==> src/rtl/rds_dav_pkg.sv <==
package rds_dav_pkg;
  typedef enum logic [1:0] {
    DAV_EACH  = 2'b00,
    DAV_PI    = 2'b01,
    DAV_PAIR  = 2'b10,
    DAV_EACH2 = 2'b11
  } dav_mode_e;

  // advance a modulo block counter
  function automatic int unsigned cnt_next(input int unsigned cur, input int unsigned lim);
    return (cur + 1 >= lim) ? 0 : cur + 1;
  endfunction

  // true when the current block completes a group
  function automatic logic cnt_last(input int unsigned cur, input int unsigned lim);
    return (cur + 1 >= lim);
  endfunction
endpackage

==> src/rtl/rds_dav_qual.sv <==
module rds_dav_qual
  import rds_dav_pkg::*;
#(
  parameter int unsigned BLK_PER_NOTE = 2
) (
  input  logic       clk,
  input  logic       rst,
  input  dav_mode_e  mode,
  input  logic       synced,
  input  logic       ev_block,
  input  logic       ev_blk_a,
  input  logic       ev_blk_ok,
  input  logic       ev_sync_found,
  input  logic       ev_sync_lost,
  input  logic       ev_reset,
  input  logic       restart_cmd,
  output logic       notify,
  output logic       locked_blk
);
  localparam int unsigned CW = (BLK_PER_NOTE > 1) ? $clog2(BLK_PER_NOTE) : 1;

  logic [CW-1:0] cnt_q;
  logic          cnt_clr;
  logic          pair_mode;
  logic          pair_hit;
  logic          note_locked;
  logic          note_pi;

  assign cnt_clr     = ev_reset | ev_sync_lost | ev_sync_found | restart_cmd;
  assign locked_blk  = synced & ev_block;
  assign pair_mode   = (mode == DAV_PAIR);
  assign pair_hit    = locked_blk & pair_mode & cnt_last(int'(cnt_q), BLK_PER_NOTE);
  assign note_locked = locked_blk & (pair_mode ? pair_hit : 1'b1);
  assign note_pi     = ~synced & ev_block & ev_blk_a & ev_blk_ok & (mode == DAV_PI);
  assign notify      = ev_reset | ev_sync_lost | ev_sync_found | note_locked | note_pi;

  always_ff @(posedge clk) begin
    if (rst || cnt_clr) begin
      cnt_q <= '0;
    end else if (locked_blk && pair_mode) begin
      cnt_q <= CW'(cnt_next(int'(cnt_q), BLK_PER_NOTE));
    end
  end


  pair_clear_chk: assert property (@(posedge clk) disable iff (rst)
    cnt_clr |=> !pair_hit);


  pi_unsynced_chk: assert property (@(posedge clk) disable iff (rst)
    (ev_block && !synced && mode != DAV_PI && !cnt_clr) |-> !notify);
endmodule

==> src/rtl/rds_dav_hs.sv <==
module rds_dav_hs (
  input  logic clk,
  input  logic rst,
  input  logic ev_reset,
  input  logic notify,
  input  logic locked_blk,
  input  logic host_rd_start,
  input  logic host_rd_done,
  output logic dav_n,
  output logic ovf,
  output logic upd_en
);
  logic unread_q;
  logic ovf_q;
  logic dav_q;
  logic ovf_set;

  assign ovf_set = locked_blk & unread_q & ~host_rd_done & ~ev_reset;
  assign upd_en  = ev_reset | (notify & ~ovf_q & ~ovf_set);
  assign dav_n   = dav_q;
  assign ovf     = ovf_q;

  always_ff @(posedge clk) begin
    if (rst) begin
      dav_q <= 1'b0;
    end else if (upd_en) begin
      dav_q <= 1'b0;
    end else if (host_rd_start) begin
      dav_q <= 1'b1;
    end
  end

  always_ff @(posedge clk) begin
    if (rst || ev_reset) begin
      unread_q <= 1'b0;
    end else if (upd_en) begin
      unread_q <= 1'b1;
    end else if (host_rd_done) begin
      unread_q <= 1'b0;
    end
  end

  always_ff @(posedge clk) begin
    if (rst || ev_reset) begin
      ovf_q <= 1'b0;
    end else if (ovf_set) begin
      ovf_q <= 1'b1;
    end else if (host_rd_done) begin
      ovf_q <= 1'b0;
    end
  end


  ovf_rise_chk: assert property (@(posedge clk) disable iff (rst)
    ovf_set |=> ovf_q);


  frozen_chk: assert property (@(posedge clk) disable iff (rst)
    (ovf_q && !ev_reset) |-> !upd_en);


  ovf_clear_chk: assert property (@(posedge clk) disable iff (rst)
    (ovf_q && host_rd_done && !ovf_set) |=> !ovf_q);
endmodule

==> src/rtl/rds_dav_restart.sv <==
module rds_dav_restart (
  input  logic clk,
  input  logic rst,
  input  logic restart_cmd,
  output logic restart_sync
);
  logic req_q;

  always_ff @(posedge clk) begin
    if (rst) begin
      req_q <= 1'b0;
    end else begin
      req_q <= restart_cmd;
    end
  end

  assign restart_sync = req_q;


  restart_pulse_chk: assert property (@(posedge clk) disable iff (rst)
    restart_cmd |=> restart_sync);


  restart_idle_chk: assert property (@(posedge clk) disable iff (rst)
    !restart_cmd |=> !restart_sync);
endmodule

==> src/rtl/rds_dav_ctrl.sv <==
module rds_dav_ctrl
  import rds_dav_pkg::*;
#(
  parameter int unsigned BLK_PER_NOTE = 2
) (
  input  logic       clk,
  input  logic       rst,
  input  logic [1:0] mode,
  input  logic       synced,
  input  logic       ev_block,
  input  logic       ev_blk_a,
  input  logic       ev_blk_ok,
  input  logic       ev_sync_found,
  input  logic       ev_sync_lost,
  input  logic       ev_reset,
  input  logic       restart_cmd,
  input  logic       host_rd_start,
  input  logic       host_rd_done,
  output logic       dav_n,
  output logic       ovf,
  output logic       upd_en,
  output logic       restart_sync
);
  logic notify;
  logic locked_blk;

  rds_dav_qual #(.BLK_PER_NOTE(BLK_PER_NOTE)) u_qual (
    .clk          (clk),
    .rst          (rst),
    .mode         (dav_mode_e'(mode)),
    .synced       (synced),
    .ev_block     (ev_block),
    .ev_blk_a     (ev_blk_a),
    .ev_blk_ok    (ev_blk_ok),
    .ev_sync_found(ev_sync_found),
    .ev_sync_lost (ev_sync_lost),
    .ev_reset     (ev_reset),
    .restart_cmd  (restart_cmd),
    .notify       (notify),
    .locked_blk   (locked_blk)
  );

  rds_dav_hs u_hs (
    .clk          (clk),
    .rst          (rst),
    .ev_reset     (ev_reset),
    .notify       (notify),
    .locked_blk   (locked_blk),
    .host_rd_start(host_rd_start),
    .host_rd_done (host_rd_done),
    .dav_n        (dav_n),
    .ovf          (ovf),
    .upd_en       (upd_en)
  );

  rds_dav_restart u_restart (
    .clk         (clk),
    .rst         (rst),
    .restart_cmd (restart_cmd),
    .restart_sync(restart_sync)
  );


  reset_state_chk: assert property (@(posedge clk)
    rst |=> (!dav_n && !ovf && !restart_sync));


  dav_low_chk: assert property (@(posedge clk) disable iff (rst)
    upd_en |=> !dav_n);


  dav_release_chk: assert property (@(posedge clk) disable iff (rst)
    (host_rd_start && !upd_en) |=> dav_n);


  any_mode_chk: assert property (@(posedge clk) disable iff (rst)
    (ev_sync_lost && !ovf) |-> upd_en);
endmodule

==> config.mk <==
export PLATFORM = sky130hd
export DESIGN_NAME = rds_dav_ctrl
export DESIGN_NICKNAME = d
export VERILOG_FILES = /design/src/rtl/rds_dav_pkg.sv /design/src/rtl/rds_dav_qual.sv /design/src/rtl/rds_dav_hs.sv /design/src/rtl/rds_dav_restart.sv /design/src/rtl/rds_dav_ctrl.sv
export SDC_FILE = /design/constraint.sdc
export NUM_CORES = 1
export LEC_CHECK = 0
export ABC_CLOCK_PERIOD_IN_PS = 2040
export BUFFER_PORTS_ARGS = -buffer_cell sky130_fd_sc_hd__clkbuf_2
export CAP_MARGIN = 15
export CORE_AREA = 5 5 42 44
export CTS_CLUSTER_SIZE = 40
export DETAILED_ROUTE_END_ITERATION = 7
export DIE_AREA = 0 0 47 49
export PLACE_DENSITY = 0.47
export SLEW_MARGIN = 10
export SYNTH_ARGS = -nofsm -noshare
export SYNTH_HDL_FRONTEND = slang
export SYNTH_SLANG_ARGS = --single-unit
export TNS_END_PERCENT = 5
==> constraint.sdc <==
create_clock -name clk -period 2.04 [get_ports clk]
set_clock_uncertainty 0.2 [all_clocks]
set_input_delay 0.306 -clock clk [delete_from_list [all_inputs] [get_ports clk]]
set_output_delay 0.306 -clock clk [all_outputs]
set_load 0.02 [all_outputs]
==> impl_metrics.tcl <==
set metrics [dict create \
    max_slew_margin_pct 84.88 \
    min_period_ns 2.000 \
    finalMaxSlewViolations 0 \
    row_count 14 \
    synth-seq-cells 5 \
    port_buffers 17 \
    whs_path_depth 2 \
    final_layout_size_suffix_gt1_share_pct 52.08 \
    syn_nets 39 \
    setup_viol 0 \
    grt_util_met1_pct 9.011 \
    clk_latency_ns 0.23 \
    reg2reg_slack_ns 0.56 \
    end_kind "output port" \
    start_kind "flop" \
    r2r_end "u_hs.dav_n$_SDFFE_PP0P_" \
    grt_pass1_vias 259 \
    avgSynthCellArea_sq_um 10.06 \
    num_antenna_cells 0 \
    nets 63 \
    core_sq_mm 0.001401 \
    intPower_uw 194.5 \
    met3_usage_pct 5.904 \
    holdWs_ns 0.03764 \
    r2r_cells 4 \
    cts_buffer_depth 2 \
    crit_slowest_cell "or3b_1" \
    cap_viol_max_count 0 \
    h-tree-depth 1 \
    fin_util_pct 28.93 \
    p_sw_share_pct 22.11 \
    wirelength_um 693 \
    sequentialPowerShare_pct 40.7 \
    crit_path_max_fanout 2 \
    cts_tree "done" \
    ant_nets 0 \
    peakVddDrop_v 0.0003213 \
    routed_via_density 4.359 \
    syn_inst 25 \
    gr-usage-met2_pct 7.014 \
    synth_area_leader_cell "dfxtp_1" \
    yosysUniqueCellTypes 17 \
    clock-sinks 5 \
    postPlaceCellArea_sq_um 364.1 \
    numCtsBuffers 3 \
    hold-path-endpoint "u_qual.cnt_q$_SDFFE_PP0N_" \
    total_power_uw 249.7 \
    path_delay_family "compound AO/OA/AOI/OAI gates" \
    synth.most_common_cell "dfxtp_1" \
    required_ns 1.53 \
    worst-endpoint-arrival_ns 1.49 \
    yosysWarnings 0 \
    hpwlAfterDp_um 574.1 \
    fin_crit_sh_pct 98.04 \
    grt_pass1_wl_mm 1.076 \
    fp.dieH_um 49 \
    ctsHoldBuffers 0 \
    worstSetupPathType "flop to output port" \
    timing.rr.start "u_qual.cnt_q$_SDFFE_PP0N_" \
    ys.flop_type "dfxtp_1" \
    boundaryPins 18 \
    power_density_mw_per_mm2 616.0 \
    hold_path_class "input port to flop" \
    fp.dieArea_sq_mm 0.002303 \
    die_w_um 47 \
    layout_setup_ws_ns 0.04007 \
    status "complete, no violations" \
    power_frac_comb_pct 15.0 \
    netlist_area_sq_um 251.5 \
    synth_area_leaders "dfxtp_1 40%, and4b_1 8.0%, a221oi_2 6.0%" \
    routedWlPerCell_um 10.83 \
    final_cells 64 \
    vias 279 \
    root_buffer "clkbuf_4" \
    gr-usage-all-layers_pct 6.620 \
    routabilityCongestion 0.7569 \
    path_clk_slew_ns 0.04 \
    stdcell_area_sq_um 405.4 \
    hold_start "restart_cmd" \
    synth_top_cell_area_share_pct 39.80 \
    grt.overflow.total 0 \
    initial_core_util_pct 17.95 \
    route.detailed.drc 0 \
    synth_commonest_cells "5 x dfxtp_1, 2 x and4b_1, 2 x nor2_1, 2 x nor2b_1, 2 x nor4_1" \
    switchingPower_uw 55.22 \
    p_clk_share_pct 44.3 \
    grt_antenna_before_repair 0 \
    drtIter0Drc 1 \
    dp_slack_ns 0.1383 \
    critPathBufInv 1 \
    syn2layout_area_growth_pct 61.19 \
    fmax_mhz 500.0 \
    dp.cells 59 \
    rsz0062_at_grt "yes" \
    hold_violations 0 \
    synth_edf_count 0 \
    worstPathCellList "or3b_1 -> a221oi_2 -> o21ba_1 -> buf_6" \
    ys_seq_area_share_pct 39.80 \
    setup_tns_ns 0 \
    top_usage_layer "met1" \
    worst_pin_slew_ns 0.2248 \
    async_reset_ff_share_pct 0 \
    grt_max_degree 6 \
    firstDrtPassIters 4 \
    slowest_delay_ns 0.37 \
    leakagePower_nw 0.1938 \
]
[routing by layer]
| layer | wire, um | part of all wire [%] |
|---|---|---|
| met1 | 349 | 50 |
| met2 | 221 | 32 |
| met3 | 123 | 18 |
| met4 | 0 | 0 |
| met5 | 0 | 0 |
[layout by cell type (no fill, tap or decap)]
| cell type | netlist | layout |
|---|---|---|
| o21ba_1 | 1 | 1 |
| buf_6 | 0 | 1 |
| and4b_1 | 2 | 2 |
| a221oi_2 | 1 | 1 |
| nor4_1 | 2 | 2 |
| o31a_2 | 1 | 1 |
| xor2_1 | 1 | 1 |
| or3b_1 | 1 | 1 |
| nor3_1 | 1 | 1 |
| dfxtp_1 | 5 | 4 |
| nor2_1 | 2 | 2 |
| dfxtp_2 | 0 | 1 |
| clkbuf_1 | 0 | 1 |
| a21oi_1 | 1 | 1 |
| nor2b_1 | 2 | 2 |
| nand2b_1 | 1 | 1 |
| and2_1 | 1 | 1 |
| clkbuf_2 | 0 | 16 |
| clkbuf_4 | 0 | 3 |
| nand4b_1 | 1 | 1 |
| buf_4 | 0 | 2 |
| a211o_1 | 1 | 1 |
| or3_1 | 1 | 1 |
[power by group through the flow]
stage               Combinational, mW  Sequential [mW]  Clock [mW]
finish                         0.0374            0.102       0.111
global route                   0.0405            0.102       0.127
CTS                            0.0362            0.102       0.116
detailed placement             0.0359            0.103           0
global placement               0.0362            0.103           0
floorplan                      0.0134            0.105           0
[cells by family after synthesis]
| logic type | count (synthesis) | synth area share (%) |
|---|---|---|
| xor+xnor | 1 | 3.483 |
| compound gates | 5 | 19.40 |
| flops | 5 | 39.80 |
| simple gates | 14 | 37.32 |
[final cells by class]
class | instances | area, sq um
Clock buffer | 4 | 26.28
Fill cell | 159 | 996.0
Multi-Input combinational cell | 20 | 151.4
Sequential cell | 5 | 101.3
Tap cell | 16 | 20.02
Timing Repair Buffer | 19 | 106.4
[repair_timing]
| action | 4_1_cts | 5_1_grt |
|---|---|---|
| pin swaps | 1 | 2 |
| gates cloned | 0 | 0 |
| setup buffers | 0 | 1 |
| resized for setup | 0 | 4 |
| endpoints found under the setup margin | 1 | 1 |
[how the worst max path moves through the flow]
stage | startpoint | end | slack [ns] | depth (start not counted)
3_3_place_gp | ev_reset | upd_en | 0.14 | 5
3_5_place_dp | ev_reset | upd_en | 0.14 | 5
2_1_floorplan | u_qual.cnt_q$_SDFFE_PP0N_ | upd_en | 0.34 | 3
4_1_cts | u_qual.cnt_q$_SDFFE_PP0N_ | upd_en | 0.002 | 4
5_1_grt | u_qual.cnt_q$_SDFFE_PP0N_ | upd_en | -0.02 | 4
6_report | u_qual.cnt_q$_SDFFE_PP0N_ | upd_en | 0.04 | 4
[flip-flops by register name, summed over array words and instances (netlist names)]
| name | flops |
|---|---|
| u_hs.dav_n | 1 |
| u_hs.ovf | 1 |
| u_hs.unread_q | 1 |
| u_qual.cnt_q | 1 |
| u_restart.restart_sync | 1 |
No activity file was read; power rests on OpenSTA's default activity.
